<file path="src/rtl/img_sel_pkg.sv">
package img_sel_pkg;

    typedef enum logic [1:0] {
        ST_KICK = 2'b00,
        ST_LOAD = 2'b01,
        ST_RUN  = 2'b10
    } ise_state_e;

    typedef enum logic [1:0] {
        CAUSE_POWERUP  = 2'b00,
        CAUSE_USER     = 2'b01,
        CAUSE_FALLBACK = 2'b10
    } ise_cause_e;

endpackage

</file>
<file path="src/rtl/img_sel_idx_chk.sv">
module img_sel_idx_chk #(
    parameter int NUM_APP = 3,
    parameter int IDX_W   = 2
) (
    input  logic [IDX_W-1:0] idx,
    output logic             valid
);
    localparam logic [IDX_W:0] MAX_IDX = (IDX_W+1)'(NUM_APP);

    always_comb begin
        valid = (idx != '0) && ({1'b0, idx} <= MAX_IDX);
    end
endmodule

</file>
<file path="src/rtl/img_sel_slot_map.sv">
module img_sel_slot_map #(
    parameter int IDX_W     = 2,
    parameter int ADDR_W    = 24,
    parameter int SLOT_LOG2 = 20
) (
    input  logic [IDX_W-1:0]  idx,
    output logic [ADDR_W-1:0] addr
);
    always_comb begin
        addr = ADDR_W'(idx) << SLOT_LOG2;
    end
endmodule

</file>
<file path="src/rtl/img_sel_load_timer.sv">
module img_sel_load_timer #(
    parameter int LIMIT = 1000000
) (
    input  logic clk,
    input  logic rst_n,
    input  logic run,
    output logic expired
);
    localparam int CNT_W = $clog2(LIMIT + 1);
    localparam logic [CNT_W-1:0] CNT_MAX = CNT_W'(LIMIT);

    logic [CNT_W-1:0] cnt_d, cnt_q;

    always_comb begin
        cnt_d = cnt_q;
        if (!run) begin
            cnt_d = '0;
        end else if (cnt_q != CNT_MAX) begin
            cnt_d = cnt_q + 1'b1;
        end
        expired = run && (cnt_q == CNT_MAX);
    end

    always_ff @(posedge clk) begin
        if (!rst_n) begin
            cnt_q <= '0;
        end else begin
            cnt_q <= cnt_d;
        end
    end
endmodule

</file>
<file path="src/rtl/img_sel_ctrl.sv">
module img_sel_ctrl
    import img_sel_pkg::*;
#(
    parameter int NUM_APP      = 3,
    parameter int IDX_W        = 2,
    parameter int ADDR_W       = 24,
    parameter int SLOT_LOG2    = 20,
    parameter int LOAD_TIMEOUT = 1000000
) (
    input  logic              clk,
    input  logic              rst_n,
    input  logic              usr_req,
    input  logic [IDX_W-1:0]  usr_index,
    output logic              cfg_start,
    output logic [ADDR_W-1:0] cfg_addr,
    input  logic              cfg_done,
    input  logic              cfg_err,
    output logic              user_mode,
    output logic [IDX_W-1:0]  cur_image,
    output logic [1:0]        last_cause,
    output logic              index_err
);
    typedef struct packed {
        ise_state_e        st;
        logic              start;
        logic [ADDR_W-1:0] addr;
        logic [IDX_W-1:0]  tgt;
        logic [IDX_W-1:0]  cur;
        ise_cause_e        cause;
        logic              bad;
    } ctrl_t;

    ctrl_t r_d, r_q;

    logic              idx_ok;
    logic [ADDR_W-1:0] tgt_addr;
    logic              tmo;
    logic              loading;

    assign loading = (r_q.st == ST_LOAD);

    img_sel_idx_chk #(.NUM_APP(NUM_APP), .IDX_W(IDX_W)) u_idx_chk (
        .idx   (usr_index),
        .valid (idx_ok)
    );

    img_sel_slot_map #(.IDX_W(IDX_W), .ADDR_W(ADDR_W), .SLOT_LOG2(SLOT_LOG2)) u_slot_map (
        .idx  (r_q.tgt),
        .addr (tgt_addr)
    );

    img_sel_load_timer #(.LIMIT(LOAD_TIMEOUT)) u_timer (
        .clk     (clk),
        .rst_n   (rst_n),
        .run     (loading),
        .expired (tmo)
    );

    always_comb begin
        r_d       = r_q;
        r_d.start = 1'b0;
        case (r_q.st)
            ST_KICK: begin
                r_d.start = 1'b1;
                r_d.addr  = tgt_addr;
                r_d.st    = ST_LOAD;
            end
            ST_LOAD: begin
                if (cfg_done && !cfg_err) begin
                    r_d.cur = r_q.tgt;
                    r_d.st  = ST_RUN;
                end else if ((cfg_done && cfg_err) || tmo) begin
                    r_d.tgt   = '0;
                    r_d.cause = CAUSE_FALLBACK;
                    r_d.st    = ST_KICK;
                end
            end
            ST_RUN: begin
                if (usr_req) begin
                    if (idx_ok) begin
                        r_d.tgt   = usr_index;
                        r_d.cause = CAUSE_USER;
                        r_d.bad   = 1'b0;
                        r_d.st    = ST_KICK;
                    end else begin
                        r_d.bad = 1'b1;
                    end
                end
            end
            default: begin
                r_d.tgt = '0;
                r_d.st  = ST_KICK;
            end
        endcase
    end

    always_ff @(posedge clk) begin
        if (!rst_n) begin
            r_q.st    <= ST_KICK;
            r_q.start <= 1'b0;
            r_q.addr  <= '0;
            r_q.tgt   <= '0;
            r_q.cur   <= '0;
            r_q.cause <= CAUSE_POWERUP;
            r_q.bad   <= 1'b0;
        end else begin
            r_q <= r_d;
        end
    end

    assign cfg_start  = r_q.start;
    assign cfg_addr   = r_q.addr;
    assign user_mode  = (r_q.st == ST_RUN);
    assign cur_image  = r_q.cur;
    assign last_cause = r_q.cause;
    assign index_err  = r_q.bad;
endmodule

</file>
<file path="config.mk">
export PLATFORM = sky130hd
export DESIGN_NAME = img_sel_ctrl
export DESIGN_NICKNAME = d
export VERILOG_FILES = /design/src/rtl/img_sel_pkg.sv /design/src/rtl/img_sel_idx_chk.sv /design/src/rtl/img_sel_slot_map.sv /design/src/rtl/img_sel_load_timer.sv /design/src/rtl/img_sel_ctrl.sv
export SDC_FILE = /design/constraint.sdc
export NUM_CORES = 1
export LEC_CHECK = 0
export BUFFER_PORTS_ARGS = -buffer_cell sky130_fd_sc_hd__buf_2
export CORE_ASPECT_RATIO = 0.6
export CORE_MARGIN = 10
export CORE_UTILIZATION = 48
export DETAILED_ROUTE_END_ITERATION = 6
export PLACE_DENSITY = 0.8
export SLEW_MARGIN = 10
export SYNTH_ARGS = -nofsm -noshare
export SYNTH_HDL_FRONTEND = slang
export SYNTH_SLANG_ARGS = --single-unit
</file>
<file path="constraint.sdc">
create_clock -name clk -period 2.2 [get_ports clk]
set_clock_uncertainty 0.15 [all_clocks]
set_input_delay 0.22 -clock clk [delete_from_list [all_inputs] [get_ports clk]]
set_output_delay 0.22 -clock clk [all_outputs]
set_load 0.05 [all_outputs]
</file>
==> results of run 1 <==
[logic make-up (layout without fill, tap and decap cells)]
family | count (synthesis) | after routing | synth area share
compound gates | 36 | 36 | 0.127
other cells | 1 | 22 | 0.00220
mux | 4 | 4 | 0.0235
flops | 32 | 32 | 0.376
xor+xnor | 8 | 8 | 0.0412
fa+ha+maj | 2 | 2 | 0.0147
simple gates | 82 | 82 | 0.260
buf+inv | 42 | 40 | 0.155
[registers in the layout, summed over array words and instances, names as in the netlist]
signal / count
cfg_addr: 2
u_timer.cnt_q: 20
last_cause: 2
cfg_start: 1
cur_image: 2
index_err: 1
r_q: 4
[placed cells by master, fill, tap and decap left out, types with 8 or more instances in the layout]
cell type  instances
a21oi_1           10
buf_2             15
buf_4              8
conb_1            22
dfxtp_1           30
inv_1              8
nand2_1           18
nand3_1            8
nor2_1            18
o21ai_0           12
[worst max-delay path by stage]
| stage | start | end | slack [ns] | cells past startpoint |
|---|---|---|---|---|
| after floorplan | u_timer.cnt_q[1] | u_timer.cnt_q[18] | 0.07 | 6 |
| after global placement | u_timer.cnt_q[1] | u_timer.cnt_q[18] | 0.13 | 5 |
| after detailed placement | u_timer.cnt_q[1] | u_timer.cnt_q[18] | 0.08 | 5 |
| after CTS | u_timer.cnt_q[1] | u_timer.cnt_q[14] | 0.05 | 6 |
| after global routing | u_timer.cnt_q[1] | u_timer.cnt_q[18] | 0.02 | 5 |
| final | u_timer.cnt_q[1] | u_timer.cnt_q[18] | 0.15 | 5 |
[cell usage after synthesis, types with 4 or more instances]
cell type  count  area share
dfxtp_1       32        0.38
nor2_1        18       0.040
o21ai_0       12       0.035
or3_1          4       0.015
mux2i_1        4       0.024
or4_1          5       0.022
inv_1          8       0.018
buf_4         28        0.12
clkbuf_1       4      0.0088
a21oi_1       10       0.029
nand2_1       18       0.040
o211ai_1       5       0.022
nand3_1        8       0.024
xnor2_1        5       0.026
nor3_1         4       0.012
[through the flow]
stage	util	hold WS (ns)	setup slack, ns	std cells
after floorplan	-	0.171	0.0696	228
after global placement	0.524	0.313	0.128	263
after detailed placement	0.524	0.324	0.0808	263
after CTS	0.562	0.0323	0.0501	271
after global routing	0.565	0.0552	0.0197	271
final	0.565	0.0372	0.149	271
[final cells by class]
cell class	count	share of cell area
well taps	45	0.0300
clock buffers	7	0.0513
flip-flops and latches	32	0.343
repair buffers	23	0.0720
inverters	9	0.0180
multi-input cells	154	0.470
clock inverters	1	0.0160
[layer usage]
metal / wire, um / track usage / vias to the layer above / share of wire
met5: 0 / 0 / - / 0
met4: 46 / 0.0440 / 0 / 0.012
met3: 275 / 0.0470 / 7 / 0.073
met2: 1540 / 0.150 / 40 / 0.41
met1: 1930 / 0.165 / 625 / 0.51
li1: - / - / 705 / -
[report_power, final]
group          leakage (nW)  internal, W  switching (W)
clock                0.0645     0.000399       0.000222
sequential            0.260     0.000589      0.0000109
combinational         0.411    0.0000269       0.000143
total                 0.735      0.00102       0.000376
==> summary.md, run 1 <==
| Metric | Value |
|---|---|
| Critical Path AT | `2.13 ns` |
| Fraction of layout cells with a size suffix above 1 | `0.177` |
| WL final | `3.79 mm` |
| Fin. Hold Viols | `0` |
| R2R setup slack | `0.15 ns` |
| Post-synth ARST share | `0` |
| Initial Util | `0.512` |
| Clock Sinks | `32` |
| GRT Total Usage | `0.117` |
| Routed Antenna Nets | `0` |
| CP top delay family | `simple AND/OR/NAND/NOR gates` |
| DR DRC count | `0` |
| Gp weighted congestion | `0.861` |
| Fin Setup TNS | `0 ns` |
| Overflow left after global routing | `0` |
| Minimum clock period | `2.05 ns` |
| First-pass GRT wire length | `6.18 mm` |
| Pre-antenna DRT Iters | `4` |
| Endpoints failing setup | `0` |
| Tcrit/Tclk final | `0.932` |
| Max Slew Vio Count | `0` |
| FF-to-FF End | `u_timer.cnt_q[18]` |
| Ys flop type | `dfxtp_1` |
| Worst-margin pin slew | `0.581 ns` |
| Worst-path maximum fanout | `5` |
| Row count | `16` |
| Core box area | `0.00332 mm^2` |
| Crit path kind | `reg -> reg` |
| Syn_area_per_cell | `8.22 um^2` |
| Pleak | `0.735 nW` |
| Vias in the first global route | `1259` |
| Sequential cell area | `643 um^2` |
| RSZ-0062 raised after global routing | `false` |
| Die Y | `66.1 um` |
| Cells along the critical path | `ha_2, nand2_1, or4_4, or4_1, a21oi_1` |
| Unique masters post-synth | `39` |
| CTS Buf Count | `5` |
| HP Class | `in -> reg` |
| Startpoint types | `flip-flop` |
| Max frequency | `488 MHz` |
| Yosys reg bits | `32` |
| Worst R2R Start | `u_timer.cnt_q[1]` |
| Worst R2R Path Depth | `5` |
| WP data required | `2.28 ns` |
| Sequential share of the synthesized area | `0.376` |
| Design area | `0.00188 mm^2` |
| CTS resizes | `0` |
| Die width | `96.9 um` |
| Min-Delay Endpoint | `r_q[32]` |
| Hold_sp | `cfg_done` |
| Cell count after synthesis | `207` |
| Setup Buffers After CTS | `0` |
| Diodes inserted | `0` |
| Largest net degree at the start of global routing | `17` |
| Fillers | `320` |
| Clock slew at reported path FFs | `0.07 ns` |
| Area added between synthesis and finish | `10.3%` |
| Vias/cell | `5.08` |
| Vias post-DR | `1377` |
| Die area | `0.00640 mm^2` |
| Multi-input combinational cell area | `882 um^2` |
| Slew headroom | `0.611` |
| WL/cell | `14.0 um` |
| Maximum VDD drop | `0.459 mV` |
| Max cap viols | `0` |
| Yosys warns | `0` |
| CTS Buffer Depth | `2` |
| Pwr per Cell Area | `741 mW/mm^2` |
| I/O Buffers | `15` |
| Crit path largest cell delay | `0.54 ns` |
| CP endpoint kind | `flip-flop` |
| Post-synth EDFFs | `0` |
| Post-DP Area | `0.00174 mm^2` |
| H-tree depth | `2` |
| # hold bufs at CTS | `0` |
| Tot Pwr | `0.00139 W` |
| Mapped cell area | `0.00170 mm^2` |
| Root Driver | `clkbuf_8` |
| Hold Path Stages | `2` |
| Clk_lat worst skew | `0.29 ns` |
| Top Ports | `38` |
| Initial DRC count | `177` |
| TritonCTS clock tree | `yes` |
| Critical-path top delay cell | `or4_4` |
| Dpl hpwl | `2.82 mm` |
| Nets | `234` |
| Status | `completed` |
| CP bufs+invs | `0` |
| Initial antenna violation count | `0` |
No activity file was read; power rests on OpenSTA's default activity.
==> inputs of run 2 (changes only) <==
Settings changed: CORE_UTILIZATION 48 to 33, PLACE_DENSITY 0.8 to 0.6.
==> summary.md, run 2 (synthesis results as in run 1) <==
| Metric | Value |
|---|---|
| Critical-path top delay cell | `or4_4` |
| Max frequency | `485 MHz` |
| Fin Setup TNS | `0 ns` |
| Hold Path Stages | `2` |
| Slew headroom | `0.628` |
| Fraction of layout cells with a size suffix above 1 | `0.184` |
| WP data required | `2.27 ns` |
| HP Class | `in -> reg` |
| Worst-margin pin slew | `0.556 ns` |
| Clk_lat worst skew | `0.28 ns` |
| Row count | `20` |
| I/O Buffers | `15` |
| Vias/cell | `4.60` |
| Top reg by flops | `u_timer.cnt_q` |
| Minimum clock period | `2.06 ns` |
| Max reg flops | `20` |
| Tot Pwr | `0.00139 W` |
| Endpoints failing setup | `0` |
| Top Ports | `38` |
| Design area | `0.00192 mm^2` |
| Dpl hpwl | `2.87 mm` |
| Pre-antenna DRT Iters | `4` |
| Gp weighted congestion | `0.782` |
| Core Util, Final | `0.381` |
| Critical Path AT | `2.13 ns` |
| Most common cell after layout, fill and taps aside | `dfxtp_1` |
| WL/cell | `12.9 um` |
| Pwr per Cell Area | `726 mW/mm^2` |
| Initial antenna violation count | `0` |
| Initial Util | `0.338` |
| Routed Antenna Nets | `0` |
| TritonCTS clock tree | `yes` |
| Fin. Hold Viols | `0` |
| Maximum VDD drop | `0.288 mV` |
| Regs by FF count | `u_timer.cnt_q x20, r_q x4` |
| Worst R2R Path Depth | `5` |
| Largest net degree at the start of global routing | `11` |
| Die Y | `75.6 um` |
| Crit path kind | `reg -> reg` |
| Pleak | `0.751 nW` |
| Cells along the critical path | `ha_1, nand2_2, or4_4, or4_1, a21oi_1` |
| Vias post-DR | `1353` |
| Initial DRC count | `71` |
| Startpoint types | `flip-flop` |
| First-pass GRT wire length | `6.22 mm` |
| Post-DP Area | `0.00178 mm^2` |
| Vias in the first global route | `1232` |
| Clock slew at reported path FFs | `0.07 ns` |
| RSZ-0062 raised after global routing | `false` |
| # hold bufs at CTS | `0` |
| H-tree depth | `2` |
| CTS Buf Count | `5` |
| Tcrit/Tclk final | `0.938` |
| Root Driver | `clkbuf_8` |
| Status | `completed` |
| Fillers | `523` |
| Clock Sinks | `32` |
| Die width | `113 um` |
| Die area | `0.00852 mm^2` |
| Nets | `236` |
| Most frequent cells in the layout | `30 x dfxtp_1, 22 x conb_1, 18 x nor2_1` |
| Max cap viols | `0` |
| Diodes inserted | `0` |
| CP endpoint kind | `flip-flop` |
| Core box area | `0.00503 mm^2` |
| Worst hold slack | `0.0627 ns` |
| Area added between synthesis and finish | `12.7%` |
| Overflow left after global routing | `0` |
| Crit path largest cell delay | `0.52 ns` |
| DR DRC count | `0` |
| Worst-path maximum fanout | `5` |
| CTS Buffer Depth | `2` |
| Max Slew Vio Count | `0` |
| GRT Total Usage | `0.0900` |
| WL final | `3.78 mm` |
==> run 2: cell types whose count changed in the layout (fill, tap and decap cells not counted) <==
cell     previous run  this run
nand2_1            18        17
nand2_2             0         1
buf_4               8        10
ha_2                1         0
ha_1                1         2
==> run 2: path summary, 6_finish.rpt <==
kind,from,endpoint,slack [ns]
max,u_timer.cnt_q[0],u_timer.cnt_q[18],0.14
min,cfg_done,r_q[32],0.06
max reg2reg,u_timer.cnt_q[0],u_timer.cnt_q[18],0.14
min reg2reg,cfg_addr[21],cfg_addr[21],0.32
==> run 2: layer usage <==
layer / wire, um / vias up / GRT usage
met4: 43 / 0 / 0.0336
li1: - / 712 / -
met3: 223 / 5 / 0.0330
met1: 2040 / 607 / 0.130
met2: 1470 / 29 / 0.115
met5: 0 / - / 0
==> run 2: layout make-up <==
class | count | area, um^2 | area share
sequential | 32 | 643 | 0.335
clock inverter | 1 | 30.0 | 0.0157
clock buffer | 7 | 96.3 | 0.0502
inverter | 9 | 33.8 | 0.0176
tap | 66 | 82.6 | 0.0431
multi-input combinational | 154 | 882 | 0.460
timing repair buffer | 25 | 150 | 0.0783
==> run 2: per-stage QoR <==
| stage | setup WS (ns) | instances |
|---|---|---|
| 5_1_grt | 0.0280 | 294 |
| 4_1_cts | 0.0439 | 294 |
| 3_5_place_dp | 0.0675 | 286 |
| 3_3_place_gp | 0.137 | 286 |
| 6_report | 0.137 | 294 |
| 2_1_floorplan | 0.0696 | 228 |
==> run 2: what timing repair did <==
item	CTS	global route
setup buffers	0	0
resized for setup	0	4
setup endpoints to repair	0	3
==> run 2: power by group <==
group          internal (W)  switching [W]  leakage (nW)
combinational     0.0000280       0.000145         0.427
clock              0.000400       0.000221        0.0645
sequential         0.000589     0.00000933         0.260
==> run 2: critical path: cells and delay by family, from the launching register on <==
kind | cells | cell delay (ns)
adders and majority gates | 1 | 0.20
AOI/OAI and AO/OA | 1 | 0.15
and+or+nand+nor | 3 | 1.12
DFF | 1 | 0.37
==> inputs of run 3 (changes only) <==
Settings changed: CORE_MARGIN 10 to 4.
==> summary.md, run 3 (synthesis results as in run 1) <==
| Metric | Value |
|---|---|
| Fin. Hold Viols | `0` |
| WP data required | `2.26 ns` |
| Vias post-DR | `1346` |
| # hold bufs at CTS | `0` |
| CTS Buffer Depth | `2` |
| CP endpoint kind | `flip-flop` |
| Crit path largest cell delay | `0.55 ns` |
| Cells along the critical path | `ha_2, nand2_1, or4_4, or4_1, a21oi_1` |
| Crit path kind | `reg -> reg` |
| DR WL met3 | `183 um` |
| Pleak | `0.744 nW` |
| Regs by FF count | `u_timer.cnt_q x20, r_q x4` |
| Top reg by flops | `u_timer.cnt_q` |
| Fillers | `495` |
| I/O Buffers | `15` |
| Worst-path maximum fanout | `5` |
| Clk pwr share | `0.444` |
| Clock Sinks | `32` |
| WL/cell | `11.7 um` |
| DR DRC count | `0` |
| Max Slew Vio Count | `0` |
| Maximum VDD drop | `0.229 mV` |
| Critical Path AT | `2.14 ns` |
| Overflow left after global routing | `0` |
| Fin Setup TNS | `0 ns` |
| Largest net degree at the start of global routing | `14` |
| Max cap viols | `0` |
| Area added between synthesis and finish | `12.5%` |
| Max frequency | `483 MHz` |
| First-pass GRT wire length | `5.42 mm` |
| Fraction of layout cells with a size suffix above 1 | `0.184` |
| Internal | `0.00102 W` |
| Slew headroom | `0.611` |
| Max reg flops | `20` |
| Core box area | `0.00478 mm^2` |
| Highest routed layer | `met4` |
| GRT Total Usage | `0.108` |
| Worst-margin pin slew | `0.581 ns` |
| P_sw | `0.000369 W` |
| Routed wl met2 | `1.27 mm` |
| Die Y | `63.6 um` |
| Most common cell after layout, fill and taps aside | `dfxtp_1` |
| Tcrit/Tclk final | `0.941` |
| HP Class | `in -> reg` |
| Dpl hpwl | `2.54 mm` |
| Power share of the combinational group | `0.126` |
| Initial Util | `0.356` |
| R2R setup slack | `0.13 ns` |
| Nets | `236` |
| CTS Buf Count | `5` |
| Clock slew at reported path FFs | `0.07 ns` |
| Endpoints failing setup | `0` |
| Seq pwr share | `0.430` |
| Vias/cell | `4.63` |
| Die width | `101 um` |
| Gp weighted congestion | `0.791` |
| Initial antenna violation count | `0` |
| Sw frac | `0.266` |
| Core Util, Final | `0.401` |
| Diodes inserted | `0` |
| Startpoint types | `flip-flop` |
| Vias in the first global route | `1078` |
| RSZ-0062 raised after global routing | `false` |
| TritonCTS clock tree | `yes` |
| Clk_lat worst skew | `0.28 ns` |
| Status | `completed` |
| Initial DRC count | `74` |
| Pwr per Cell Area | `724 mW/mm^2` |
| Routed Antenna Nets | `0` |
| Top Ports | `38` |
| WL final | `3.41 mm` |
| Critical-path top delay cell | `or4_4` |
| Most frequent cells in the layout | `30 x dfxtp_1, 22 x conb_1, 18 x nand2_1, 18 x nor2_1, 15 x buf_2` |
| Root Driver | `clkbuf_8` |
| Row count | `19` |
| H-tree depth | `2` |
| Die area | `0.00641 mm^2` |
| M1 WL | `1.92 mm` |
| Minimum clock period | `2.07 ns` |
| Pre-antenna DRT Iters | `4` |
run 3: cell types whose count changed in the layout (fill, tap and decap cells not counted):
cell	previous run	this run
ha_1	2	1
ha_2	0	1
nand2_1	17	18
nand2_2	1	0
run 3: worst max-delay path, delay by kind of cell, from the launching register on:
| family | cells | cell delay (ns) |
|---|---|---|
| compound gates | 1 | 0.14 |
| fa+ha+maj | 1 | 0.21 |
| flops | 1 | 0.37 |
| simple gates | 3 | 1.14 |
run 3: worst paths after layout:
path	startpoint	to	cells after the start
max reg2reg	u_timer.cnt_q[1]	u_timer.cnt_q[18]	5
min reg2reg	cfg_addr[20]	cfg_addr[20]	2
max	u_timer.cnt_q[1]	u_timer.cnt_q[18]	5
min	cfg_done	r_q[32]	2
run 3: final cells by class:
cell class | instances | area, um^2 | share of cell area
multi-input cells | 154 | 882 | 0.461
inverters | 9 | 33.8 | 0.0176
well taps | 63 | 78.8 | 0.0412
repair buffers | 25 | 150 | 0.0784
clock inverters | 1 | 30.0 | 0.0157
clock buffers | 7 | 96.3 | 0.0503
flip-flops and latches | 32 | 643 | 0.336
run 3: what timing repair did:
action                                  in CTS  in global routing
endpoints found under the setup margin       0                  2
gates resized for setup                      0                  4
setup buffers                                0                  0
run 3: power groups by stage:
stage	Clock [W]	Sequential [W]	Combinational, W
final	0.000616	0.000596	0.000174
after global routing	0.000656	0.000598	0.000186
after CTS	0.000638	0.000596	0.000173
after detailed placement	0	0.000609	0.000173
after global placement	0	0.000608	0.000174
after floorplan	0	0.000616	0.000167
run 3: per-layer routing:
metal,vias up,track usage
li1,711,-
met1,611,0.176
met2,20,0.116
met3,4,0.0397
met4,0,0.0403
met5,-,0
run 3: per-stage QoR:
step	worst slack (ns)	area [um^2]	cells	power, W	hold WS (ns)
after global placement	0.0792	1780	283	0.000782	0.313
after global routing	0.0332	1910	291	0.00144	0.0556
after CTS	0.00935	1910	291	0.00141	0.0404
after floorplan	0.0696	1780	228	0.000782	0.171
after detailed placement	0.0281	1780	283	0.000782	0.316
final	0.129	1910	291	0.00139	0.0498
